## config.mk

```make
export PLATFORM = sky130hd
export DESIGN_NAME = afsk_tone_gen
export DESIGN_NICKNAME = d
export VERILOG_FILES = /design/src/rtl/afsk_pkg.sv /design/src/rtl/afsk_code_select.sv /design/src/rtl/afsk_reload_counter.sv /design/src/rtl/afsk_tone_stage.sv /design/src/rtl/afsk_tone_gen.sv
export SDC_FILE = /design/constraint.sdc
export NUM_CORES = 1
export LEC_CHECK = 0
export BUFFER_PORTS_ARGS = -buffer_cell sky130_fd_sc_hd__buf_4
export CORE_MARGIN = 1
export CORE_UTILIZATION = 50
export DETAILED_ROUTE_END_ITERATION = 12
export HOLD_SLACK_MARGIN = 0.03
export PLACE_DENSITY_LB_ADDON = 0.25
export REMOVE_ABC_BUFFERS = 1
export SETUP_SLACK_MARGIN = 0.1
export SLEW_MARGIN = 20
export SYNTH_ARGS = -nofsm -noshare
export SYNTH_HDL_FRONTEND = slang
export SYNTH_HIERARCHICAL = 1
export SYNTH_SLANG_ARGS = --single-unit
```

## constraint.sdc

```tcl
create_clock -name clk -period 2.75 [get_ports clk]
set_input_delay 0.275 -clock clk [delete_from_list [all_inputs] [get_ports clk]]
set_output_delay 0.275 -clock clk [all_outputs]
set_load 0.1 [all_outputs]
```

## src/rtl/afsk_pkg.sv

```systemverilog
package afsk_pkg;

  typedef enum logic [1:0] {
    SRC_SPACE = 2'd0,
    SRC_MARK  = 2'd1,
    SRC_CWID  = 2'd2
  } tone_src_e;

  // Source choice: CW-ID select dominates, then the data bit.
  function automatic tone_src_e pick_source(input logic data_mark, input logic cw_id_n);
    if (!cw_id_n)      return SRC_CWID;
    else if (data_mark) return SRC_MARK;
    else               return SRC_SPACE;
  endfunction

  // Reference clocks between reloads for a divisor code.
  function automatic int unsigned reload_span(input int unsigned code);
    return code + 1;
  endfunction

  // Reference clocks in one output half period.
  function automatic int unsigned half_span(input int unsigned code, input int unsigned out_div);
    return (code + 1) * (out_div / 2);
  endfunction

endpackage

```

## src/rtl/afsk_code_select.sv

```systemverilog
module afsk_code_select
  import afsk_pkg::*;
#(
  parameter int CODE_W = 8
) (
  input  logic              data_mark,
  input  logic              cw_id_n,
  input  logic [CODE_W-1:0] mark_code,
  input  logic [CODE_W-1:0] space_code,
  input  logic [CODE_W-1:0] cwid_code,
  output logic [CODE_W-1:0] sel_code,
  output tone_src_e         sel_src
);

  always_comb begin
    sel_src = pick_source(data_mark, cw_id_n);
    unique case (sel_src)
      SRC_CWID: sel_code = cwid_code;
      SRC_MARK: sel_code = mark_code;
      default:  sel_code = space_code;
    endcase
  end

endmodule

```

## src/rtl/afsk_reload_counter.sv

```systemverilog
module afsk_reload_counter #(
  parameter int SECTION_W = 4,
  parameter int SECTIONS  = 2,
  localparam int CODE_W   = SECTION_W * SECTIONS
) (
  input  logic              clk,
  input  logic              rst_n,
  input  logic              en_i,
  input  logic [CODE_W-1:0] code_i,
  output logic [CODE_W-1:0] count_o,
  output logic              borrow_o
);

  logic [SECTION_W-1:0] sect_q [SECTIONS];
  // chain[i]: every section below i is zero, so section i steps this cycle.
  logic [SECTIONS:0]    chain;
  logic                 terminal;

  assign chain[0] = 1'b1;
  assign terminal = chain[SECTIONS];

  for (genvar i = 0; i < SECTIONS; i++) begin : g_sect
    assign chain[i+1] = chain[i] && (sect_q[i] == '0);
    assign count_o[i*SECTION_W +: SECTION_W] = sect_q[i];

    always_ff @(posedge clk or negedge rst_n) begin
      if (!rst_n) begin
        sect_q[i] <= '0;
      end else if (!en_i || terminal) begin
        sect_q[i] <= code_i[i*SECTION_W +: SECTION_W];
      end else if (chain[i]) begin
        sect_q[i] <= sect_q[i] - 1'b1;
      end
    end
  end

  assign borrow_o = en_i && terminal;

endmodule

```

## src/rtl/afsk_tone_stage.sv

```systemverilog
module afsk_tone_stage #(
  parameter int OUT_DIV = 16,
  localparam int HALF   = OUT_DIV / 2,
  localparam int PW     = (HALF > 1) ? $clog2(HALF) : 1
) (
  input  logic clk,
  input  logic rst_n,
  input  logic en_i,
  input  logic borrow_i,
  output logic tone_o,
  output logic flip_o
);

  localparam logic [PW-1:0] LAST = PW'(HALF - 1);

  logic [PW-1:0] cnt_q;

  assign flip_o = en_i && borrow_i && (cnt_q == LAST);

  always_ff @(posedge clk or negedge rst_n) begin
    if (!rst_n) begin
      cnt_q  <= '0;
      tone_o <= 1'b0;
    end else if (!en_i) begin
      cnt_q  <= '0;
      tone_o <= 1'b0;
    end else if (borrow_i) begin
      if (cnt_q == LAST) begin
        cnt_q  <= '0;
        tone_o <= ~tone_o;
      end else begin
        cnt_q <= cnt_q + 1'b1;
      end
    end
  end

endmodule

```

## src/rtl/afsk_tone_gen.sv

```systemverilog
module afsk_tone_gen
  import afsk_pkg::*;
#(
  parameter int SECTION_W = 4,
  parameter int SECTIONS  = 2,
  parameter int OUT_DIV   = 16,
  localparam int CODE_W   = SECTION_W * SECTIONS
) (
  input  logic              clk,
  input  logic              rst_n,
  input  logic              tx_en_n,
  input  logic              data_mark,
  input  logic              cw_id_n,
  input  logic [CODE_W-1:0] mark_code,
  input  logic [CODE_W-1:0] space_code,
  input  logic [CODE_W-1:0] cwid_code,
  output logic              tone_out,
  output logic              reload_strobe
);

  // Named internal events, visible to the bound checker.
  logic              run_w;
  logic [CODE_W-1:0] sel_code_w;
  tone_src_e         sel_src_w;
  logic [CODE_W-1:0] cnt_w;
  logic              borrow_w;
  logic              flip_w;

  assign run_w = ~tx_en_n;

  afsk_code_select #(.CODE_W(CODE_W)) u_sel (
    .data_mark  (data_mark),
    .cw_id_n    (cw_id_n),
    .mark_code  (mark_code),
    .space_code (space_code),
    .cwid_code  (cwid_code),
    .sel_code   (sel_code_w),
    .sel_src    (sel_src_w)
  );

  afsk_reload_counter #(.SECTION_W(SECTION_W), .SECTIONS(SECTIONS)) u_div (
    .clk      (clk),
    .rst_n    (rst_n),
    .en_i     (run_w),
    .code_i   (sel_code_w),
    .count_o  (cnt_w),
    .borrow_o (borrow_w)
  );

  afsk_tone_stage #(.OUT_DIV(OUT_DIV)) u_out (
    .clk      (clk),
    .rst_n    (rst_n),
    .en_i     (run_w),
    .borrow_i (borrow_w),
    .tone_o   (tone_out),
    .flip_o   (flip_w)
  );

  always_ff @(posedge clk or negedge rst_n) begin
    if (!rst_n) reload_strobe <= 1'b0;
    else        reload_strobe <= borrow_w;
  end

endmodule

```

==> results.py, run 1 <==
metrics = {
    "timing": {
        "hold_viol": 0,
        "fin_crit_sh_pct": 80.4,
        "max_slew_margin_pct": 54.0,
        "setup_viol": 0,
        "drv_slew": 0,
        "fin_tns_setup_ns": 0,
        "skew_ns": 0.0133,
        "rsz0062_at_grt": "false",
        "tightest_slew_ns": 0.685,
        "holdWs_ns": 0.366,
        "max_freq_mhz": 452,
        "period_minus_slack_ns": 2.21,
    },
    "setup_path": {
        "required_ns": 2.91,
        "cp_cell_sequence": "inv_1, ha_1, or3b_4, nor3_1, mux2i_1, nor2b_1",
        "crit_slowest_cell": "nor3_1",
        "slowest_delay_ns": 0.59,
        "path_max_fanout": 7,
        "critPathLaunchType": "register",
        "cp.buffers_inverters": 1,
        "end_kind": "register",
        "criticalPathCategory": "register to register",
        "crit_family": "simple AND/OR/NAND/NOR gates",
        "arrival_ns": 2.37,
    },
    "global_route": {
        "antenna_found_initial": 0,
        "top_usage_layer": "met2",
        "first_global_vias": 836,
        "grt_use_total_pct": 23.7,
        "overflow": 0,
        "grt_pass1_wl_mm": 3.52,
        "gr-usage-met3_pct": 5.16,
        "grt_max_degree": 17,
        "met2_usage_pct": 40.6,
        "grt_util_met1_pct": 29.1,
    },
    "place": {
        "globalplace.congestion": 0.831,
        "port_buffers": 30,
        "place_area_mm2": 0.00116,
        "hpwl_mm": 1.56,
        "placed_cells": 150,
    },
    "pwr": {
        "pwr-share-comb_pct": 29.8,
        "max-vdd-ir-drop_mv": 0.374,
        "p_per_area_mw_per_mm2": 427,
        "power.total_mw": 0.509,
        "p_int_mw": 0.354,
        "switching_share_pct": 30.4,
        "p_leak_nw": 0.601,
        "pwr-share-clk_pct": 23.2,
        "seqPwrFrac_pct": 47.0,
        "p_switching_mw": 0.154,
    },
    "worst_hold_path": {
        "hold_class": "primary input to async pin",
    },
    "drt": {
        "drtAntennaViolNets": 0,
        "totalWireLength_mm": 2.03,
        "vias_per_cell": 5.25,
        "drc_errors": 0,
        "dr.pass1.iters": 4,
        "via_count": 814,
        "first_iter_violations": 6,
        "wire_per_inst_um": 13.1,
    },
    "clock_tree": {
        "h-tree-depth": 1,
        "ctsResizeCount": 0,
        "clk_path_buf_depth": 2,
        "cts_tree": "done",
        "cts_setup_buffers": 0,
        "clock_latency_ns": 0.28,
        "clock_sinks": 13,
        "root_buffer": "clkbuf_4",
        "cts.clk_slew.worst_paths_ns": 0.09,
        "cts_buffers": 3,
    },
    "synth": {
        "netlist_area_um2": 952,
        "ys_warn_count": 6,
        "synth_cells": 100,
        "synth.avg_cell_area_um2": 9.52,
    },
    "final_layout": {
        "final_cell_mix": "30 x buf_4, 13 x dfrtp_1, 11 x mux2i_1",
        "fin_area_mm2": 0.00119,
        "drive_gt1_share_pct": 30.0,
        "final_common_cell": "buf_4",
        "fin_nets": 165,
        "final_cells": 155,
        "syn_to_final_growth_pct": 25.2,
        "nFillCells": 164,
        "antenna_cells": 0,
    },
    "die": {
        "io_pins": 31,
        "die_h_um": 45.6,
        "start_util_pct": 54.0,
        "rows": 15,
        "die_x_um": 45.6,
        "coreArea_mm2": 0.00176,
        "die_area_mm2": 0.00208,
    },
    "run_status": {
        "status": "finished clean",
    },
    "flow_run": {
        "maxCapViolations": 0,
    },
}
[power by group through the flow]
stage / Sequential, mW / Clock [mW] / Combinational, mW
after floorplan: 0.236 / 0 / 0.0921
after global placement: 0.240 / 0 / 0.144
after detailed placement: 0.242 / 0 / 0.151
after CTS: 0.238 / 0.124 / 0.152
after global routing: 0.241 / 0.132 / 0.170
final: 0.239 / 0.118 / 0.152
[per-layer routing]
metal / share of wire (%) / up-vias
li1: - / 412
met1: 42 / 385
met2: 54 / 13
met3: 3.3 / 4
met4: 0.94 / 0
met5: 0 / -
[metrics by stage]
step | worst slack, ns | utilization [%]
after floorplan | 0.832 | -
after detailed placement | 0.581 | 65.5
after CTS | 0.557 | 67.6
final | 0.538 | 67.6
after global routing | 0.348 | 67.6
after global placement | 0.685 | 65.5
[state kept, by name, summed over array words and instances (netlist names)]
| register | flops |
|---|---|
| u_out/tone_o | 1 |
| reload_strobe | 1 |
| u_div/count_o | 8 |
| u_out/cnt_q | 3 |
[worst reg2reg max path, cell delays in order (launching register included)]
cell     delay, ns
dfrtp_1       0.41
inv_1         0.12
ha_1          0.21
or3b_4        0.43
nor3_1        0.59
mux2i_1       0.27
nor2b_1       0.06
[what timing repair did]
action	in CTS	in global routing
endpoints found under the hold margin	13	0
hold buffers	1	0
endpoints found under the setup margin	0	0
[path summary, 6_finish.rpt]
kind                       slack [ns]  depth (start not counted)          endpoint        startpoint
max                              0.54                          6    u_out/cnt_q[2]  u_div/count_o[4]
max in group asynchronous        2.20                          2  u_div/count_o[1]             rst_n
min reg2reg                      0.53                          2    u_out/cnt_q[1]    u_out/cnt_q[1]
min in group clk                 0.37                          4  u_div/count_o[3]      cwid_code[3]
max reg2reg                      0.54                          6    u_out/cnt_q[2]  u_div/count_o[4]
min                              0.37                          2  u_div/count_o[7]             rst_n
[layout make-up]
| class | count | area (um^2) | share of cell area, % |
|---|---|---|---|
| tap | 25 | 31.3 | 2.62 |
| inverter | 9 | 33.8 | 2.83 |
| timing repair buffer | 31 | 235 | 19.7 |
| sequential | 13 | 325 | 27.3 |
| multi-input combinational | 73 | 541 | 45.3 |
| clock buffer | 4 | 26.3 | 2.20 |
(Power assumes the default switching activity.)
==> run 2: changes to the inputs <==
--- a/config.mk
+++ b/config.mk
@@ -6,8 +6,9 @@
 export NUM_CORES = 1
 export LEC_CHECK = 0
 export BUFFER_PORTS_ARGS = -buffer_cell sky130_fd_sc_hd__buf_4
+export CORE_ASPECT_RATIO = 1.5
 export CORE_MARGIN = 1
-export CORE_UTILIZATION = 50
+export CORE_UTILIZATION = 45
 export DETAILED_ROUTE_END_ITERATION = 12
 export HOLD_SLACK_MARGIN = 0.03
 export PLACE_DENSITY_LB_ADDON = 0.25
==> constraint.sdc (replaced) <==
create_clock -name clk -period 1.9 [get_ports clk]
set_input_delay 0.19 -clock clk [delete_from_list [all_inputs] [get_ports clk]]
set_output_delay 0.19 -clock clk [all_outputs]
set_load 0.1 [all_outputs]
==> run 2 against run 1 <==
Sequential power grew 44%. Via count is 5.2% higher. Highest routed layer is now met3. Routed wire length is 2.5% higher. Largest power group unchanged. Critical endpoint is now u_div/count_o[0]. Clock-buffer cell count unchanged. Clock power grew 37%. Critical path depth decreased by 1. Register-to-register slack worse by 0.40 ns. Die area is 11% higher.
==> results.py, run 2 (same netlist as run 1, synthesis figures left out) <==
metrics = {
    "run_status": {
        "status": "finished clean",
    },
    "global_route": {
        "antenna_found_initial": 0,
        "grt_use_total_pct": 17.9,
        "grt_pass1_wl_mm": 2.93,
        "overflow": 0,
        "first_global_vias": 775,
        "grt_max_degree": 17,
    },
    "pwr": {
        "seqPwrFrac_pct": 43.7,
        "pwr-share-comb_pct": 35.8,
        "p_per_area_mw_per_mm2": 602,
        "p_leak_nw": 0.671,
        "max-vdd-ir-drop_mv": 0.407,
        "p_switching_mw": 0.231,
        "p_int_mw": 0.559,
        "switching_share_pct": 29.2,
        "pwr-share-clk_pct": 20.5,
    },
    "flow_run": {
        "maxCapViolations": 0,
    },
    "die": {
        "die_area_mm2": 0.00231,
        "rows": 20,
        "start_util_pct": 47.6,
        "io_pins": 31,
        "die_x_um": 39.6,
        "coreArea_mm2": 0.00200,
        "die_h_um": 58.3,
    },
    "place": {
        "hpwl_mm": 1.60,
        "preCtsSetupSlack_ns": 0.0329,
        "port_buffers": 30,
        "globalplace.congestion": 0.814,
    },
    "timing": {
        "period_minus_slack_ns": 1.76,
        "max_freq_mhz": 568,
        "layout_setup_ws_ns": 0.140,
        "hold_viol": 0,
        "max_slew_margin_pct": 77.2,
        "tightest_slew_ns": 0.341,
        "drv_slew": 0,
        "fin_crit_sh_pct": 92.6,
        "holdWs_ns": 0.291,
        "fin_tns_setup_ns": 0,
        "skew_ns": 0.00175,
        "setup_viol": 0,
        "rsz0062_at_grt": "true",
    },
    "drt": {
        "vias_per_cell": 5.22,
        "drc_errors": 0,
        "first_iter_violations": 21,
        "totalWireLength_mm": 2.08,
        "wire_per_inst_um": 12.7,
        "via_count": 856,
        "dr.pass1.iters": 4,
        "drtAntennaViolNets": 0,
    },
    "setup_path": {
        "end_kind": "register",
        "required_ns": 2.05,
        "cp_cell_sequence": "inv_2, ha_4, or3b_4, o21ai_4, mux2_4",
        "criticalPathCategory": "register to register",
        "crit_slowest_cell": "dfrtp_1",
        "critPathLaunchType": "register",
        "slowest_delay_ns": 0.42,
        "path_max_fanout": 5,
        "arrival_ns": 1.91,
    },
    "clock_tree": {
        "cts.clk_slew.worst_paths_ns": 0.07,
        "cts_buffers": 3,
        "cts_tree": "done",
        "root_buffer": "clkbuf_4",
        "clk_path_buf_depth": 2,
        "clock_latency_ns": 0.27,
        "h-tree-depth": 1,
        "clock_sinks": 13,
    },
    "final_layout": {
        "antenna_cells": 0,
        "drive_gt1_share_pct": 40.1,
        "regArea_um2": 325,
        "syn_to_final_growth_pct": 37.8,
        "final_common_cell": "buf_4",
        "final_cell_mix": "42 x buf_4, 13 x dfrtp_1, 11 x mux2i_1",
        "nFillCells": 183,
        "multi_input_area_um2": 574,
        "fin_nets": 177,
        "largest_register_ffs": 8,
    },
    "worst_hold_path": {
        "hold_class": "primary input to async pin",
    },
}
==> run 2: cell types whose count changed in the layout (fill, tap and decap cells not counted), moves of 2 or more <==
| cell | before | now |
|---|---|---|
| ha_1 | 5 | 3 |
| inv_1 | 9 | 7 |
| buf_4 | 30 | 42 |
| inv_2 | 0 | 2 |
| mux2_4 | 0 | 3 |
| mux2_2 | 3 | 0 |
==> run 2: path summary, 6_finish.rpt <==
check	to	cells after the start	start	slack, ns
setup reg to reg	u_div/count_o[0]	5	u_div/count_o[4]	0.14
setup / recovery	u_div/count_o[0]	5	u_div/count_o[4]	0.14
hold reg to reg	u_out/cnt_q[1]	2	u_out/cnt_q[1]	0.53
min in group clk	u_div/count_o[1]	5	cwid_code[1]	0.31
max in group asynchronous	u_div/count_o[2]	2	rst_n	1.45
hold / removal	u_out/cnt_q[1]	2	rst_n	0.29
==> run 2: power groups by stage <==
stage | combinational (mW) | clock [mW] | sequential (mW)
after floorplan | 0.133 | 0 | 0.342
after global placement | 0.223 | 0 | 0.346
after detailed placement | 0.230 | 0 | 0.348
after CTS | 0.246 | 0.173 | 0.344
after global routing | 0.306 | 0.183 | 0.348
final | 0.283 | 0.162 | 0.345
==> run 2: metrics by stage <==
step / utilization, % / power, mW / cells / instance area [um^2]
2_1_floorplan: - / 0.476 / 95 / 900
3_3_place_gp: 59.1 / 0.569 / 151 / 1180
3_5_place_dp: 59.1 / 0.578 / 151 / 1180
4_1_cts: 63.0 / 0.763 / 160 / 1260
5_1_grt: 65.6 / 0.838 / 164 / 1310
6_report: 65.6 / 0.790 / 164 / 1310
==> run 2: metal layers <==
metal / share of wire (%) / vias up / track usage, %
met4: 0 / 0 / 7.39
met1: 38 / 377 / 19.0
met2: 52 / 44 / 33.5
met5: 0 / - / 0
met3: 10 / 0 / 1.51
li1: - / 435 / -
==> run 2: worst max-delay path: cells and delay by family (launching register included) <==
kind | cells | cell delay, ns
compound gates | 1 | 0.25
mux | 1 | 0.33
simple gates | 1 | 0.41
buf+inv | 1 | 0.10
flops | 1 | 0.42
fa+ha+maj | 1 | 0.14
==> run 2: final cells by class <==
class | count | area share [%]
Sequential cell | 13 | 24.8
Tap cell | 22 | 2.10
Clock buffer | 4 | 2.00
Multi-Input combinational cell | 73 | 43.8
Timing Repair Buffer | 43 | 24.8
Inverter | 9 | 2.57
==> run 2: what timing repair did <==
item,CTS,global route
hold endpoints to repair,13,0
gates resized for setup,5,5
setup buffers,4,4
gates cloned,0,0
hold buffers,1,0
setup endpoints to repair,5,5
pin swaps,1,2
==> run 3: changes to the inputs <==
--- a/config.mk
+++ b/config.mk
@@ -6,9 +6,8 @@
 export NUM_CORES = 1
 export LEC_CHECK = 0
 export BUFFER_PORTS_ARGS = -buffer_cell sky130_fd_sc_hd__buf_4
-export CORE_ASPECT_RATIO = 1.5
 export CORE_MARGIN = 1
-export CORE_UTILIZATION = 45
+export CORE_UTILIZATION = 50
 export DETAILED_ROUTE_END_ITERATION = 12
 export HOLD_SLACK_MARGIN = 0.03
 export PLACE_DENSITY_LB_ADDON = 0.25
==> constraint.sdc (replaced) <==
create_clock -name clk -period 1.65 [get_ports clk]
set_input_delay 0.165 -clock clk [delete_from_list [all_inputs] [get_ports clk]]
set_output_delay 0.165 -clock clk [all_outputs]
set_load 0.1 [all_outputs]
==> run 3 against run 2 <==
The flow now finishes with violations (negative setup slack). Routed wire length grew 24%. Largest cell class unchanged. Register-to-register slack lost 0.25 ns. Critical path depth is the same. Clock power grew 19%. Global-route usage grew 9.3 points. Clock-buffer cell count is the same. Flip-flop and latch count is the same. Worst setup slack lost 0.25 ns. Cell area grew 8.6%. Power grew 28%. Largest power group is now combinational cells. First-iteration DRC count shrank 4.8%.
==> results.py, run 3 (same netlist as run 1, synthesis figures left out) <==
metrics = {
    "pwr": {
        "p_leak_nw": 0.726,
        "p_switching_mw": 0.311,
        "p_int_mw": 0.700,
        "seqPwrFrac_pct": 38.8,
        "switching_share_pct": 30.8,
        "p_per_area_mw_per_mm2": 710,
        "max-vdd-ir-drop_mv": 0.540,
        "pwr-share-comb_pct": 42.1,
        "pwr-share-clk_pct": 19.0,
    },
    "clock_tree": {
        "clock_latency_ns": 0.27,
        "cts_tree": "done",
        "h-tree-depth": 1,
        "root_buffer": "clkbuf_4",
        "clock_sinks": 13,
        "cts.clk_slew.worst_paths_ns": 0.08,
        "cts_buffers": 3,
        "clk_path_buf_depth": 2,
    },
    "die": {
        "rows": 15,
        "io_pins": 31,
        "coreArea_mm2": 0.00176,
        "die_x_um": 45.6,
        "die_h_um": 45.6,
        "die_area_mm2": 0.00208,
        "start_util_pct": 54.0,
    },
    "final_layout": {
        "fin_util_pct": 80.8,
        "final_cells": 177,
        "drive_gt1_share_pct": 48.0,
        "syn_to_final_growth_pct": 49.7,
        "final_cell_mix": "51 x buf_4, 13 x dfrtp_1, 11 x mux2i_1",
        "final_common_cell": "buf_4",
        "nFillCells": 126,
        "largest_register_ffs": 8,
        "antenna_cells": 0,
        "fin_nets": 187,
    },
    "timing": {
        "max_freq_mhz": 570,
        "period_minus_slack_ns": 1.76,
        "fin_crit_sh_pct": 106,
        "skew_ns": 0.00924,
        "rsz0062_at_grt": "true",
        "layout_setup_ws_ns": -0.105,
        "hold_viol": 0,
        "tightest_slew_ns": 0.497,
        "setup_viol": 10,
        "drv_slew": 0,
        "fin_tns_setup_ns": -0.673,
        "max_slew_margin_pct": 66.4,
        "holdWs_ns": 0.265,
    },
    "global_route": {
        "grt_pass1_wl_mm": 3.98,
        "overflow": 0,
        "grt_use_total_pct": 27.2,
        "antenna_found_initial": 0,
        "first_global_vias": 905,
        "grt_max_degree": 17,
    },
    "place": {
        "placed_cells": 161,
        "preCtsSetupSlack_ns": -0.196,
        "port_buffers": 30,
        "hpwl_mm": 1.67,
        "globalplace.congestion": 0.899,
    },
    "drt": {
        "wire_per_inst_um": 14.5,
        "totalWireLength_mm": 2.57,
        "first_iter_violations": 20,
        "vias_per_cell": 5.20,
        "drtAntennaViolNets": 0,
        "drc_errors": 0,
        "via_count": 921,
        "dr.pass1.iters": 4,
    },
    "setup_path": {
        "cp_cell_sequence": "inv_2, ha_4, or3b_4, o21ai_4, mux2_4",
        "path_max_fanout": 5,
        "critPathLaunchType": "register",
        "criticalPathCategory": "register to register",
        "crit_slowest_cell": "or3b_4",
        "slowest_delay_ns": 0.41,
        "required_ns": 1.80,
        "arrival_ns": 1.91,
        "end_kind": "register",
    },
    "run_status": {
        "violations": "negative setup slack",
        "status": "finished with violations",
    },
    "flow_run": {
        "maxCapViolations": 0,
    },
    "worst_hold_path": {
        "hold_class": "primary input to async pin",
    },
}
## run 3: cell count changes in the layout (fill, tap and decap cells not counted), sizes merged
cell	delta
buf	+10
## run 3: cell type report
cell class / instances / area [um^2] / area share [%]
well taps: 25 / 31.3 / 2.19
flip-flops and latches: 13 / 325 / 22.8
multi-input cells: 73 / 604 / 42.4
repair buffers: 53 / 404 / 28.4
inverters: 9 / 33.8 / 2.37
clock buffers: 4 / 26.3 / 1.84
## run 3: final timing paths
| path | from | endpoint | slack (ns) | cells after the start |
|---|---|---|---|---|
| max | u_div/count_o[4] | u_div/count_o[0] | -0.11 | 5 |
| min | rst_n | u_div/count_o[3] | 0.26 | 2 |
| max reg2reg | u_div/count_o[4] | u_div/count_o[0] | -0.11 | 5 |
| min reg2reg | u_out/cnt_q[1] | u_out/cnt_q[1] | 0.54 | 2 |
| max in group asynchronous | rst_n | u_div/count_o[2] | 1.21 | 2 |
| min in group clk | cwid_code[1] | u_div/count_o[1] | 0.27 | 5 |
## run 3: repair_timing
item                                    in CTS  in global routing
endpoints found under the setup margin      11                 12
pin swaps                                    5                  5
hold buffers                                 1                  0
resized for setup                           17                  2
endpoints found under the hold margin       13                  0
setup buffers                                8                  3
## run 3: power groups by stage
| stage | registers (mW) | logic (mW) | clock network (mW) |
|---|---|---|---|
| 3_3_place_gp | 0.388 | 0.302 | 0 |
| 2_1_floorplan | 0.394 | 0.154 | 0 |
| 6_report | 0.393 | 0.426 | 0.193 |
| 3_5_place_dp | 0.391 | 0.315 | 0 |
| 4_1_cts | 0.389 | 0.396 | 0.202 |
| 5_1_grt | 0.396 | 0.458 | 0.214 |
## run 3: per-layer routing
| layer | vias up | part of all wire, % | global-route usage (%) |
|---|---|---|---|
| li1 | 461 | - | - |
| met1 | 433 | 40 | 31.9 |
| met2 | 27 | 55 | 49.4 |
| met3 | 0 | 4.7 | 5.95 |
| met4 | 0 | 0 | 6.67 |
| met5 | - | 0 | 0 |
## run 3: worst max-delay path: cells and delay by family (launching register included)
family / cells / cell delay [ns]
AND/OR/NAND/NOR: 1 / 0.41
flip-flops: 1 / 0.40
multiplexers: 1 / 0.33
AO/OA/AOI/OAI: 1 / 0.28
adder cells (fa/ha/maj): 1 / 0.13
buffers and inverters: 1 / 0.09
## run 3: metrics by stage
stage          power [mW]  instance area [um^2]
3_3_place_gp        0.690                  1240
4_1_cts             0.987                  1400
2_1_floorplan       0.548                   900
5_1_grt              1.07                  1430
6_report             1.01                  1430
3_5_place_dp        0.705                  1240
